$ cat src/rtl/exc_entry_pkg.sv
package exc_entry_pkg;

  localparam int MSR_W = 32;

  // machine-state bit positions the unit acts on
  localparam int B_LE  = 0;
  localparam int B_FE1 = 8;
  localparam int B_FE0 = 11;
  localparam int B_EE  = 15;
  localparam int B_ILE = 16;

  // control bits cleared on every entry (EE PR FP FE0 SE BE FE1 IR DR RI LE)
  localparam logic [MSR_W-1:0] ENTRY_CLEAR = 32'h0000_EF33;

  typedef enum logic [3:0] {
    CL_NONE, CL_RESET, CL_MCHECK, CL_DATA, CL_INSTR, CL_ALIGN,
    CL_PROGRAM, CL_FPU, CL_SYSCALL, CL_EXT, CL_DEC
  } excClass_e;

  typedef struct packed {
    logic      take;
    excClass_e cls;
    logic      useCurrent;
    logic      loadFault;
  } strobe_t;

  function automatic logic [15:0] vectorOf(excClass_e c);
    case (c)
      CL_RESET:   return 16'h0100;
      CL_MCHECK:  return 16'h0200;
      CL_DATA:    return 16'h0300;
      CL_INSTR:   return 16'h0400;
      CL_EXT:     return 16'h0500;
      CL_ALIGN:   return 16'h0600;
      CL_PROGRAM: return 16'h0700;
      CL_FPU:     return 16'h0800;
      CL_DEC:     return 16'h0900;
      CL_SYSCALL: return 16'h0C00;
      default:    return 16'h0000;
    endcase
  endfunction

endpackage

$ cat src/rtl/exc_entry_ctrl.sv
module exc_entry_ctrl
  import exc_entry_pkg::*;
(
  input  logic       clk,
  input  logic       rstN,
  input  logic       rstReq,
  input  logic       mchkReq,
  input  logic       syncValid,
  input  logic [2:0] syncKind,
  input  logic [1:0] syncCause,
  input  logic       extReq,
  input  logic       decReq,
  input  logic       intEnable,
  input  logic [1:0] fpMode,
  output strobe_t    strobe,
  output logic       taken
);

  excClass_e syncCls;
  excClass_e winner;
  logic      syncLive;

  always_comb begin
    case (syncKind)
      3'd0:    syncCls = CL_DATA;
      3'd1:    syncCls = CL_INSTR;
      3'd2:    syncCls = CL_ALIGN;
      3'd3:    syncCls = CL_PROGRAM;
      3'd4:    syncCls = CL_FPU;
      3'd5:    syncCls = CL_SYSCALL;
      default: syncCls = CL_NONE;
    endcase
  end

  // a disabled floating-point program check is dropped outright
  assign syncLive = syncValid && (syncCls != CL_NONE) &&
                    !(syncCls == CL_PROGRAM && syncCause == 2'd0 && fpMode == 2'b00);

  always_comb begin
    if (rstReq)                      winner = CL_RESET;
    else if (mchkReq)                winner = CL_MCHECK;
    else if (syncLive)               winner = syncCls;
    else if (extReq && intEnable)    winner = CL_EXT;
    else if (decReq && intEnable)    winner = CL_DEC;
    else                             winner = CL_NONE;
  end

  always_comb begin
    strobe.take       = !taken && (winner != CL_NONE);
    strobe.cls        = winner;
    strobe.useCurrent = (winner == CL_ALIGN) || (winner == CL_PROGRAM) || (winner == CL_FPU);
    strobe.loadFault  = (winner == CL_DATA);
  end

  always_ff @(posedge clk) begin
    if (!rstN) taken <= 1'b0;
    else       taken <= strobe.take;
  end

endmodule

$ cat src/rtl/exc_entry_dpath.sv
module exc_entry_dpath
  import exc_entry_pkg::*;
#(
  parameter int ADDR_W     = 32,
  parameter int INSN_BYTES = 4
) (
  input  logic              clk,
  input  logic              rstN,
  input  strobe_t           strobe,
  input  logic [1:0]        syncCause,
  input  logic              faultStore,
  input  logic [ADDR_W-1:0] faultAddr,
  input  logic [ADDR_W-1:0] nextPc,
  input  logic [MSR_W-1:0]  msrIn,
  output logic [ADDR_W-1:0] vector,
  output logic [ADDR_W-1:0] saveAddr,
  output logic [MSR_W-1:0]  saveState,
  output logic [MSR_W-1:0]  msrOut,
  output logic [MSR_W-1:0]  faultStatus,
  output logic [ADDR_W-1:0] faultAddrReg
);

  localparam logic [ADDR_W-1:0] STEP = ADDR_W'(INSN_BYTES);

  logic [MSR_W-1:0]  stateNext, msrNext, statusNext, instrCause, progCause;
  logic [ADDR_W-1:0] addrNext;

  always_comb begin
    case (syncCause)
      2'd0:    instrCause = 32'h4000_0000;
      2'd1:    instrCause = 32'h0800_0000;
      default: instrCause = 32'h1000_0000;
    endcase
    case (syncCause)
      2'd0:    progCause = 32'h0010_0000;
      2'd1:    progCause = 32'h0008_0000;
      2'd2:    progCause = 32'h0004_0000;
      default: progCause = 32'h0002_0000;
    endcase
  end

  always_comb begin
    stateNext = msrIn;
    case (strobe.cls)
      CL_DATA, CL_FPU: stateNext[31:16] = '0;
      CL_INSTR:        stateNext = {16'h0000, msrIn[15:0]} | instrCause;
      CL_PROGRAM:      stateNext = {16'h0000, msrIn[15:0]} | progCause | 32'h0001_0000;
      default:         stateNext = msrIn;
    endcase
    msrNext       = msrIn & ~ENTRY_CLEAR;
    msrNext[B_LE] = msrIn[B_ILE];
    statusNext    = ((syncCause == 2'd0) ? 32'h4000_0000 : 32'h0800_0000) |
                    (faultStore ? 32'h0200_0000 : 32'h0);
    addrNext      = strobe.useCurrent ? nextPc - STEP : nextPc;
  end

  always_ff @(posedge clk) begin
    if (!rstN) begin
      vector       <= '0;
      saveAddr     <= '0;
      saveState    <= '0;
      msrOut       <= '0;
      faultStatus  <= '0;
      faultAddrReg <= '0;
    end else if (strobe.take) begin
      vector    <= {{(ADDR_W-16){1'b0}}, vectorOf(strobe.cls)};
      saveAddr  <= addrNext;
      saveState <= stateNext;
      msrOut    <= msrNext;
      if (strobe.loadFault) begin
        faultStatus  <= statusNext;
        faultAddrReg <= faultAddr;
      end
    end
  end

endmodule

$ cat src/rtl/exc_entry_unit.sv
module exc_entry_unit
  import exc_entry_pkg::*;
#(
  parameter int ADDR_W     = 32,
  parameter int INSN_BYTES = 4
) (
  input  logic              clk,
  input  logic              rstN,
  input  logic              rstReq,
  input  logic              mchkReq,
  input  logic              syncValid,
  input  logic [2:0]        syncKind,
  input  logic [1:0]        syncCause,
  input  logic              faultStore,
  input  logic [ADDR_W-1:0] faultAddr,
  input  logic              extReq,
  input  logic              decReq,
  input  logic [ADDR_W-1:0] nextPc,
  input  logic [31:0]       msrIn,
  output logic              taken,
  output logic [ADDR_W-1:0] vector,
  output logic [ADDR_W-1:0] saveAddr,
  output logic [31:0]       saveState,
  output logic [31:0]       msrOut,
  output logic [31:0]       faultStatus,
  output logic [ADDR_W-1:0] faultAddrReg
);

  strobe_t strobe;

  exc_entry_ctrl u_ctrl (
    .clk       (clk),
    .rstN      (rstN),
    .rstReq    (rstReq),
    .mchkReq   (mchkReq),
    .syncValid (syncValid),
    .syncKind  (syncKind),
    .syncCause (syncCause),
    .extReq    (extReq),
    .decReq    (decReq),
    .intEnable (msrIn[B_EE]),
    .fpMode    ({msrIn[B_FE0], msrIn[B_FE1]}),
    .strobe    (strobe),
    .taken     (taken)
  );

  exc_entry_dpath #(.ADDR_W(ADDR_W), .INSN_BYTES(INSN_BYTES)) u_dpath (
    .clk          (clk),
    .rstN         (rstN),
    .strobe       (strobe),
    .syncCause    (syncCause),
    .faultStore   (faultStore),
    .faultAddr    (faultAddr),
    .nextPc       (nextPc),
    .msrIn        (msrIn),
    .vector       (vector),
    .saveAddr     (saveAddr),
    .saveState    (saveState),
    .msrOut       (msrOut),
    .faultStatus  (faultStatus),
    .faultAddrReg (faultAddrReg)
  );

endmodule

$ cat config.mk
export PLATFORM = sky130hd
export DESIGN_NAME = exc_entry_unit
export DESIGN_NICKNAME = d
export VERILOG_FILES = /design/src/rtl/exc_entry_pkg.sv /design/src/rtl/exc_entry_ctrl.sv /design/src/rtl/exc_entry_dpath.sv /design/src/rtl/exc_entry_unit.sv
export SDC_FILE = /design/constraint.sdc
export NUM_CORES = 1
export LEC_CHECK = 0
export ABC_AREA = 1
export BUFFER_PORTS_ARGS = -buffer_cell sky130_fd_sc_hd__buf_2
export CAP_MARGIN = 40
export CORE_MARGIN = 2
export CORE_UTILIZATION = 48
export CTS_BUF_LIST = sky130_fd_sc_hd__clkbuf_2 sky130_fd_sc_hd__clkbuf_4 sky130_fd_sc_hd__clkbuf_8
export DETAILED_ROUTE_END_ITERATION = 6
export GPL_TIMING_DRIVEN = 0
export PLACE_DENSITY = 0.83
export SYNTH_ARGS = -nofsm -noshare
export SYNTH_HDL_FRONTEND = slang
export SYNTH_SLANG_ARGS = --single-unit
$ cat constraint.sdc
create_clock -name clk -period 2.52 [get_ports clk]
set_clock_uncertainty 0.1 [all_clocks]
set_input_delay 0.504 -clock clk [delete_from_list [all_inputs] [get_ports clk]]
set_output_delay 0.504 -clock clk [all_outputs]
set_load 0.01 [all_outputs]
== Word level (Yosys, flattened, before mapping) ==
Memory sizes are Yosys's and may differ from the RTL's. A register that Yosys moved wholly into a read port is not among the register bits.
Index checks and enable logic that the tools add are counted.
Widths: inputs -> output; s select.

* Output and inout bits: 193
* Bits of input ports: 109
* Register bits after elaboration: 167
* Bits in read-only memories: 64
* Logic and storage cells: 57
* Memories kept: 1

* $add $sub $neg: 1
* Reduce and logical (&&, ||, !) cells: 19
* Equality and inequality tests: 13
* Mux-type cells: 13
* Bitwise operators: 3

{| class="wikitable"
|+ Memories
! memory !! words !! width !! read ports !! clocked after Yosys merged registers in !! wr ports !! line !! source
|-
| (no name shown) || 16 || 4 || 1 || 1 || 0 || exc_entry_pkg.sv:28 || <nowiki>case (c)</nowiki>
|}

{| class="wikitable"
|+ Operators with widths
! cell !! count
|-
| $pmux 21 s3 || 1
|-
| $pmux 31 s2 || 1
|-
| $pmux 16 s3 || 1
|-
| $mux 32 || 1
|-
| $or 32x32->32 || 1
|-
| $pmux 16 s2 || 1
|-
| $sub 32x3->32 const B || 1
|-
| $mux 31 || 1
|-
| $or 16x31->31 || 1
|-
| $mux 26 || 1
|-
| $pmux 4 s6 || 1
|-
| $or 16x21->21 || 1
|-
| $eq 4x3->1 const B || 5
|-
| $mux 4 || 5
|-
| $reduce_bool 4->1 || 2
|-
| $logic_and 1x1->1 || 7
|-
| $eq 3x2->1 const B || 2
|-
| $eq 3x3->1 const B || 2
|-
| $eq 4x2->1 const B || 1
|-
| $logic_not 2->1 || 2
|-
| $eq 3x1->1 const B || 1
|-
| $logic_not 1->1 || 3
|-
| $logic_not 3->1 || 1
|-
| $eq 2x1->1 const B || 1
|-
| 4 further kinds || 5
|}

== Logic depth before layout (Yosys ltp) ==
Gate-level depths: netlist of run 1.

* Word-level depth: 14
* Gate-level depth with buffers: 14
* Depth with buffers taken out: 13

== Modules after synthesis ==
From an unflattened synthesis of run 1, not the netlist that was laid out.

* Cell total of the unflattened synthesis: 841
* Area, all modules: 5952.0 um^2

{| class="wikitable"
|+ Modules (own cells, without submodules)
! module !! seq. area each (um^2) !! times used !! cells each !! area each (um^2)
|-
| exc_entry_dpath || 2382.3 || 1 || 788 || 5689.2
|-
| exc_entry_ctrl || 20.0 || 1 || 53 || 262.8
|}

== Least setup slack after synthesis of run 1 ==
Ideal clock, no wire load.

* Path type: in2reg
* From: input syncCause[1]
* To: register u_dpath.vector[8]
* Path buffers: 1
* Slack: 373 ps
* Cell stages on the path: 11
* Arrival time: 1930 ps
* Required time: 2303 ps
* Setup time: 117 ps
* Cell sequence: nor2_1 -> nand2_1 -> o21ai_2 -> nand2_1 -> nand2_1 -> nand2_2 -> nand4_1 -> clkbuf_1 -> o211ai_1 -> nor2_1 -> nor2_1

* Cells in the longest elaborated chain, start to end: 10

{| class="wikitable"
|+ RTL lines
! element !! line !! source
|-
| start, declared || exc_entry_unit.sv:13 || <nowiki>input logic [1:0] syncCause,</nowiki>
|-
| $logic_not 2->1 * || exc_entry_ctrl.sv:37 || <nowiki>!(syncCls == CL_PROGRAM && syncCause == 2'd0 && fpMode == 2'b00);</nowiki>
|-
| $logic_and 1x1->1 * (2 in series) || exc_entry_ctrl.sv:37 ||
|-
| $logic_not 1->1 * || exc_entry_ctrl.sv:37 ||
|-
| $logic_and 1x1->1 * || exc_entry_ctrl.sv:36 || <nowiki>assign syncLive = syncValid && (syncCls != CL_NONE) &&</nowiki>
|-
| $mux 4 * || exc_entry_ctrl.sv:42 || <nowiki>else if (syncLive) winner = syncCls;</nowiki>
|-
| $mux 4 * || exc_entry_ctrl.sv:41 || <nowiki>else if (mchkReq) winner = CL_MCHECK;</nowiki>
|-
| $mux 4 * || exc_entry_ctrl.sv:40 || <nowiki>if (rstReq) winner = CL_RESET;</nowiki>
|-
| $reduce_bool 4->1 || exc_entry_ctrl.sv:49 || <nowiki>strobe.take = !taken && (winner != CL_NONE);</nowiki>
|-
| $logic_and 1x1->1 || exc_entry_ctrl.sv:49 ||
|-
| end, declared || exc_entry_dpath.sv:15 || <nowiki>output logic [ADDR_W-1:0] vector,</nowiki>
|}

Every way passes the cells marked *; elsewhere a longest branch is shown, timed or not.
A chain may end at the register's enable or synchronous reset.

== Final worst setup path of run 1 ==
* From: input syncCause[1]
* To: register u_dpath.faultAddrReg[9]

* Cells in the longest elaborated chain, start to end: 11
* Elaborated cells between the ends (all ways): 12
* Those cells by class: 1 x eq/ne; 3 x mux; 8 x reduce/logical

{| class="wikitable"
|+ RTL lines
! element !! line !! source
|-
| $logic_not 2->1 * || exc_entry_ctrl.sv:37 ||
|-
| $logic_and 1x1->1 * (2 in series) || exc_entry_ctrl.sv:37 ||
|-
| $logic_not 1->1 * || exc_entry_ctrl.sv:37 ||
|-
| $logic_and 1x1->1 * || exc_entry_ctrl.sv:36 ||
|-
| $mux 4 * || exc_entry_ctrl.sv:42 ||
|-
| $mux 4 * || exc_entry_ctrl.sv:41 ||
|-
| $mux 4 * || exc_entry_ctrl.sv:40 ||
|-
| $reduce_bool 4->1 || exc_entry_ctrl.sv:49 ||
|-
| $logic_and 1x1->1 || exc_entry_ctrl.sv:49 ||
|-
| $reduce_and 2->1 (no source line) * || - ||
|-
| end signal, assigned || exc_entry_dpath.sv:72 || <nowiki>faultAddrReg <= faultAddr;</nowiki>
|-
| end, declared || exc_entry_dpath.sv:20 || <nowiki>output logic [ADDR_W-1:0] faultAddrReg</nowiki>
|}

Marks and branches as above.

==> run summary, run 1 <==
register area - 2402 um2
Boundary Pins - 302
Synth Warn # - 0
library cell appearing most often on the critical path - sky130_fd_sc_hd__nand2_1
combined global-route utilization of all metal layers - 26.73%
cell taking the most area after synthesis - sky130_fd_sc_hd__dfxtp_1
biggest cell delay along the critical path - 380 ps
number of design-rule violations left by the first detailed-router iteration - 400
Die Outline Area - 14030 um2
origin of the worst setup path - syncCause[1]
FF+latch count, synth - 120
startpoint of the most critical hold path - msrIn[0]
Inserted Clock Buffers - 17
leakage power - 4.309 nW
commonest register cell after synthesis - sky130_fd_sc_hd__dfxtp_1
footprint of the multi-input gates - 3156 um2
Worst IR Drop VDD - 262.4 uV
Worst Hold Path Cells - 3
type of element capturing the critical path - register
fraction of layout cells with a size suffix above 1 - 30.30%
Core Area - 12720 um2
initial cell density of the core - 49.43%
number of vias per cell - 4.827
fraction of synthesized cell area taken by the top area cell type - 38.20%
worst r2r path cells - 6
pin count of the biggest net entering global routing - 17
CP Max Fanout - 10
detailed-route DRC error count - 0
count of unique library cells instantiated by Yosys - 38
width of the die - 118.5 um
mean routed wirelength per cell - 13.35 um
Final ANT Viol Nets - 0
ratio of total power to cell area - 622.2 nW/um2
total half-perimeter wirelength after legalization and detailed placement - 15110 um
post-synthesis instance area - 6289 um2
proportion of synthesized chip area in sequential cells - 38.20%
post-route total power - 0.005205 W
Max-Cap Viols - 0
Slew @ Worst Pin - 540.9 ps
most frequent cell after synthesis - sky130_fd_sc_hd__nor2_1
number of failing hold endpoints at the final stage - 0
total global routing overflow - 0
crit path launch type - input pin
top cell types by occurrence after synthesis - sky130_fd_sc_hd__nor2_1, sky130_fd_sc_hd__nand2_1, sky130_fd_sc_hd__dfxtp_1
largest cells by area after synthesis - sky130_fd_sc_hd__dfxtp_1, sky130_fd_sc_hd__nor2_1, sky130_fd_sc_hd__nand2_1
vias - 6883
critical path class - input pin to register
highest-delay cell along the critical path - sky130_fd_sc_hd__buf_1
Setup Fix Bufs, Post-CTS - 0
design area - 8366 um2
count of TritonRoute iterations in the first routing pass - 5
post-synthesis area per instance - 6.821 um2
synthesized netlist cell count - 922
endpoints failing setup - 0
global-route met2 utilization - 47.72%
cell-by-cell listing of the critical path - buf_2 -> nor2_1 -> nand2_1 -> o21ai_2 -> nand2_1 -> nand2_1 -> nand2_2 -> nand2_1 -> inv_2 -> nand4_4 -> buf_1 -> nand2_1 -> a21oi_1
met3 Track Usage GR - 6.371%
antenna violations before repair - 0
number of nets in the layout - 1351
met1 layer usage reported by global route - 30.92%
Worst Hold Margin - 201.2 ps
antenna diode instance count - 0
headroom to the max-slew limit - 63.81%
placement row count - 41
final design utilization - 65.76%
root buffer cell - sky130_fd_sc_hd__clkbuf_8
vias in the first global route - 6286
most congested layer reported by global routing - met2
y dimension of the die - 118.5 um
run status - completed
number of gates given a new drive strength after cts - 0
classification of the worst-slack hold path - input pin to register
CTS clk-pin slew, worst paths - 70 ps
CTS tree - yes
min cycle time layout - 2304 ps
port bufs - 234
Clk Latency, worst-skew pair - 440 ps
first-pass GRT wire length - 30290 um
number of H-tree levels - 4
post-detailed-routing wire length - 19040 um
CP Data Required Time - 2790 ps
worst r2r src - u_ctrl.taken
worst setup slack for register-to-register paths - 720 ps
number of pins exceeding their max-slew limit in the final report - 0
number of filler cells placed in the layout - 1194
arrival time of the worst setup path - 2580 ps
EDFF count, synth - 0
final critical-path share of the clock period - 91.41%
ys async rst share - 0%
clock sinks - 120
unrepaired setup endpoints after global routing - no
maximum clock rate - 0.4341 GHz
Cell Area, Placed - 7923 um2
maximum clock insertion buffer count - 2
CTS Hold Buffers Added - 0
area added between synthesis and finish - 33.03%
final weighted congestion in routability-driven placement - 0.9726
## registers in the layout, indices dropped and copies added, names as in the netlist
| signal | flops |
|---|---|
| u_dpath.faultAddrReg | 32 |
| u_dpath.saveAddr | 32 |
| u_dpath.saveState | 32 |
| u_dpath.msrOut | 16 |
| u_dpath.vector | 4 |
| u_dpath.faultStatus | 3 |
| u_ctrl.taken | 1 |
## worst paths after layout
| kind | to |
|---|---|
| max | u_dpath.faultAddrReg[9] |
| min | u_dpath.saveState[0] |
| max reg2reg | u_dpath.msrOut[16] |
| min reg2reg | u_dpath.faultAddrReg[17] |
## layer usage
metal	wire [um]	vias to the layer above
met2	9478	281
li1	-	3434
met1	7798	3130
met5	0	-
met4	424	0
met3	1338	38
## kinds of logic after synthesis
family                     Yosys count  share of synthesized area, %
AOI/OAI and AO/OA                  145                         12.00
xor gates and xnor gates            28                         3.900
adders and majority gates            1                        0.1989
buffers and inverters              170                         15.56
DFF                                120                         38.20
other                                1                       0.05963
and+or+nand+nor                    457                         30.08
## worst max-delay path: cells and delay by family
kind | cells | cell delay (ps)
compound gates | 2 | 360
buf+inv | 3 | 570
simple gates | 8 | 1140
## final cells by class
cell class / count / share of cell area, %
Multi-Input combinational cell: 698 / 37.72
Tap cell: 172 / 2.573
Clock inverter: 12 / 2.094
Sequential cell: 120 / 28.72
Timing Repair Buffer: 234 / 14.00
Inverter: 55 / 2.468
Buffer: 115 / 9.288
Clock buffer: 20 / 3.141
## stage by stage
step	setup WS, ps	instances	setup TNS (ps)
after floorplan	373.3	988	0
after global placement	-259.9	1394	-16110
after detailed placement	-305.5	1394	-20710
after CTS	154.5	1426	0
after global routing	1.077	1426	0
final	216.4	1426	0
## power breakdown
group	switching (W)	internal [W]
sequential	0.0000820	0.00207
clock	0.000768	0.00112
combinational	0.000697	0.000472
total	0.00155	0.00366
## layout by cell type (no fill, tap or decap), drive strengths merged
cell	count
nor3	10
nand3	32
clkbuf	43
clkinv	6
o22ai	1
inv	54
ha	1
nand4	16
xnor2	9
or2	2
nand2	189
bufinv	4
buf	326
and3	1
xor2	19
o211ai	1
clkinvlp	3
a21boi	1
conb	67
o21ai	85
nor4	1
nor2	206
a21oi	57
dfxtp	120
(Power assumes the default switching activity.)
==> run 2, diff against run 1 <==
--- a/config.mk
+++ b/config.mk
@@ -8,6 +8,7 @@
 export ABC_AREA = 1
 export BUFFER_PORTS_ARGS = -buffer_cell sky130_fd_sc_hd__buf_2
 export CAP_MARGIN = 40
+export CORE_ASPECT_RATIO = 1.2
 export CORE_MARGIN = 2
 export CORE_UTILIZATION = 48
 export CTS_BUF_LIST = sky130_fd_sc_hd__clkbuf_2 sky130_fd_sc_hd__clkbuf_4 sky130_fd_sc_hd__clkbuf_8
==> run 2 against run 1 <==
  * Non-clock buffer count did not move
  * Via count fell by 3.1%
  * Wire length rose by 1.1%
  * Design area fell by 0.90%
  * Sequential power barely moved
  * Critical endpoint is now u_dpath.saveState[29]
  * Largest cell class unchanged
==> run summary, run 2 (synthesized netlist as in run 1, its figures left out) <==
run status - completed
Cell Area, Placed - 7913 um2
port bufs - 234
number of failing hold endpoints at the final stage - 0
final design utilization - 65.15%
CTS tree - yes
y dimension of the die - 129.4 um
headroom to the max-slew limit - 64.77%
number of vias per cell - 4.705
ratio of total power to cell area - 598.4 nW/um2
leakage power - 4.277 nW
width of the die - 108.5 um
first-pass GRT wire length - 29470 um
final critical-path share of the clock period - 91.85%
arrival time of the worst setup path - 2520 ps
antenna diode instance count - 0
final weighted congestion in routability-driven placement - 0.9690
Core Area - 12720 um2
total half-perimeter wirelength after legalization and detailed placement - 15280 um
root buffer cell - sky130_fd_sc_hd__clkbuf_8
initial cell density of the core - 49.42%
Max-Cap Viols - 0
most common cell after layout, fill and taps aside - sky130_fd_sc_hd__buf_2
clock sinks - 120
Slew @ Worst Pin - 528.4 ps
area added between synthesis and finish - 31.83%
antenna violations before repair - 0
detailed-route DRC error count - 0
count of TritonRoute iterations in the first routing pass - 5
maximum clock rate - 0.4320 GHz
Boundary Pins - 302
critical path class - input pin to register
vias - 6667
Inserted Clock Buffers - 17
Clk Latency, worst-skew pair - 410 ps
worst setup slack for register-to-register paths - 730 ps
fraction of layout cells with a size suffix above 1 - 30.41%
number of nets in the layout - 1351
vias in the first global route - 6155
unrepaired setup endpoints after global routing - no
number of design-rule violations left by the first detailed-router iteration - 280
most frequent cells in the layout - sky130_fd_sc_hd__buf_2, sky130_fd_sc_hd__nor2_1, sky130_fd_sc_hd__nand2_1, sky130_fd_sc_hd__dfxtp_1, sky130_fd_sc_hd__buf_4
total global routing overflow - 0
crit path launch type - input pin
Final ANT Viol Nets - 0
placement row count - 45
pin count of the biggest net entering global routing - 17
Worst IR Drop VDD - 274.2 uV
CTS Hold Buffers Added - 0
mean routed wirelength per cell - 13.58 um
min cycle time layout - 2315 ps
endpoints failing setup - 0
post-detailed-routing wire length - 19240 um
design area - 8290 um2
CP Data Required Time - 2730 ps
number of H-tree levels - 4
Post-Route Setup TNS - 0 ps
maximum clock insertion buffer count - 2
CP Max Fanout - 10
type of element capturing the critical path - register
number of pins exceeding their max-slew limit in the final report - 0
CTS clk-pin slew, worst paths - 80 ps
biggest regs - u_dpath.faultAddrReg x32, u_dpath.saveAddr x32, u_dpath.saveState x32
Die Outline Area - 14040 um2
classification of the worst-slack hold path - input pin to register
combined global-route utilization of all metal layers - 26.88%
run 2: changes by cell type in the layout (fill, tap and decap cells not counted), sizes merged:
| cell | change |
|---|---|
| clkinvlp | +1 |
| clkbuf | -1 |
| inv | +3 |
| bufinv | -3 |
| buf | -1 |
run 2: cell type report:
type	count	area (um2)
fillers	1224	4434
multi-input cells	698	3156
flip-flops and latches	120	2402
repair buffers	234	1171
plain buffers	115	779.5
clock buffers	18	247.7
inverters	55	206.4
well taps	164	205.2
clock inverters	13	122.6
run 2: routing by layer:
metal | share of wire, % | global-route usage (%) | vias up | wire length, um
met1 | 38 | 28.74 | 2981 | 7376
met2 | 52 | 51.47 | 234 | 10030
met5 | 0 | 0 | - | 0
met4 | 2.3 | 8.673 | 0 | 435
li1 | - | - | 3425 | -
met3 | 7.3 | 6.187 | 27 | 1396
run 2: report_power, final:
| group | internal, W | total (W) | switching [W] |
|---|---|---|---|
| logic | 0.000473 | 0.00117 | 0.000696 |
| clock network | 0.000809 | 0.00165 | 0.000840 |
| registers | 0.00206 | 0.00214 | 0.0000798 |
| total | 0.00334 | 0.00496 | 0.00162 |
run 2: final timing paths:
path                      startpoint                    end  cells past startpoint
setup / recovery         syncKind[2]  u_dpath.saveState[29]                     12
hold / removal              msrIn[3]   u_dpath.saveState[3]                      3
hold reg to reg   u_dpath.msrOut[26]     u_dpath.msrOut[26]                      2
setup reg to reg        u_ctrl.taken   u_dpath.saveAddr[27]                      7
run 2: critical path: stages:
cell and delay, ps:
sky130_fd_sc_hd__buf_2 130, sky130_fd_sc_hd__a21boi_1 360, sky130_fd_sc_hd__o21ai_2 160, sky130_fd_sc_hd__nand2_1 110
sky130_fd_sc_hd__nand3_2 120, sky130_fd_sc_hd__nand2_4 160, sky130_fd_sc_hd__nor2_8 60, sky130_fd_sc_hd__a21oi_2 200
sky130_fd_sc_hd__clkbuf_1 450, sky130_fd_sc_hd__nor2_1 100, sky130_fd_sc_hd__nor2_1 140, sky130_fd_sc_hd__nor2_1 50
run 2: timing repair:
| action | 4_1_cts | 5_1_grt |
|---|---|---|
| buffers inserted | 0 | 0 |
| gates resized for setup | 0 | 12 |
| endpoints found under the setup margin | 0 | 40 |
run 2: per-stage QoR:
step	setup slack [ps]	hold slack [ps]	total power, W	instances
3_5_place_dp	-243.8	352.5	0.003346	1386
6_report	205.4	215.7	0.004961	1417
4_1_cts	170.2	195.0	0.004979	1417
2_1_floorplan	373.3	383.1	0.002904	988
3_3_place_gp	-205.3	345.3	0.003329	1386
5_1_grt	0.9777	198.4	0.005232	1417
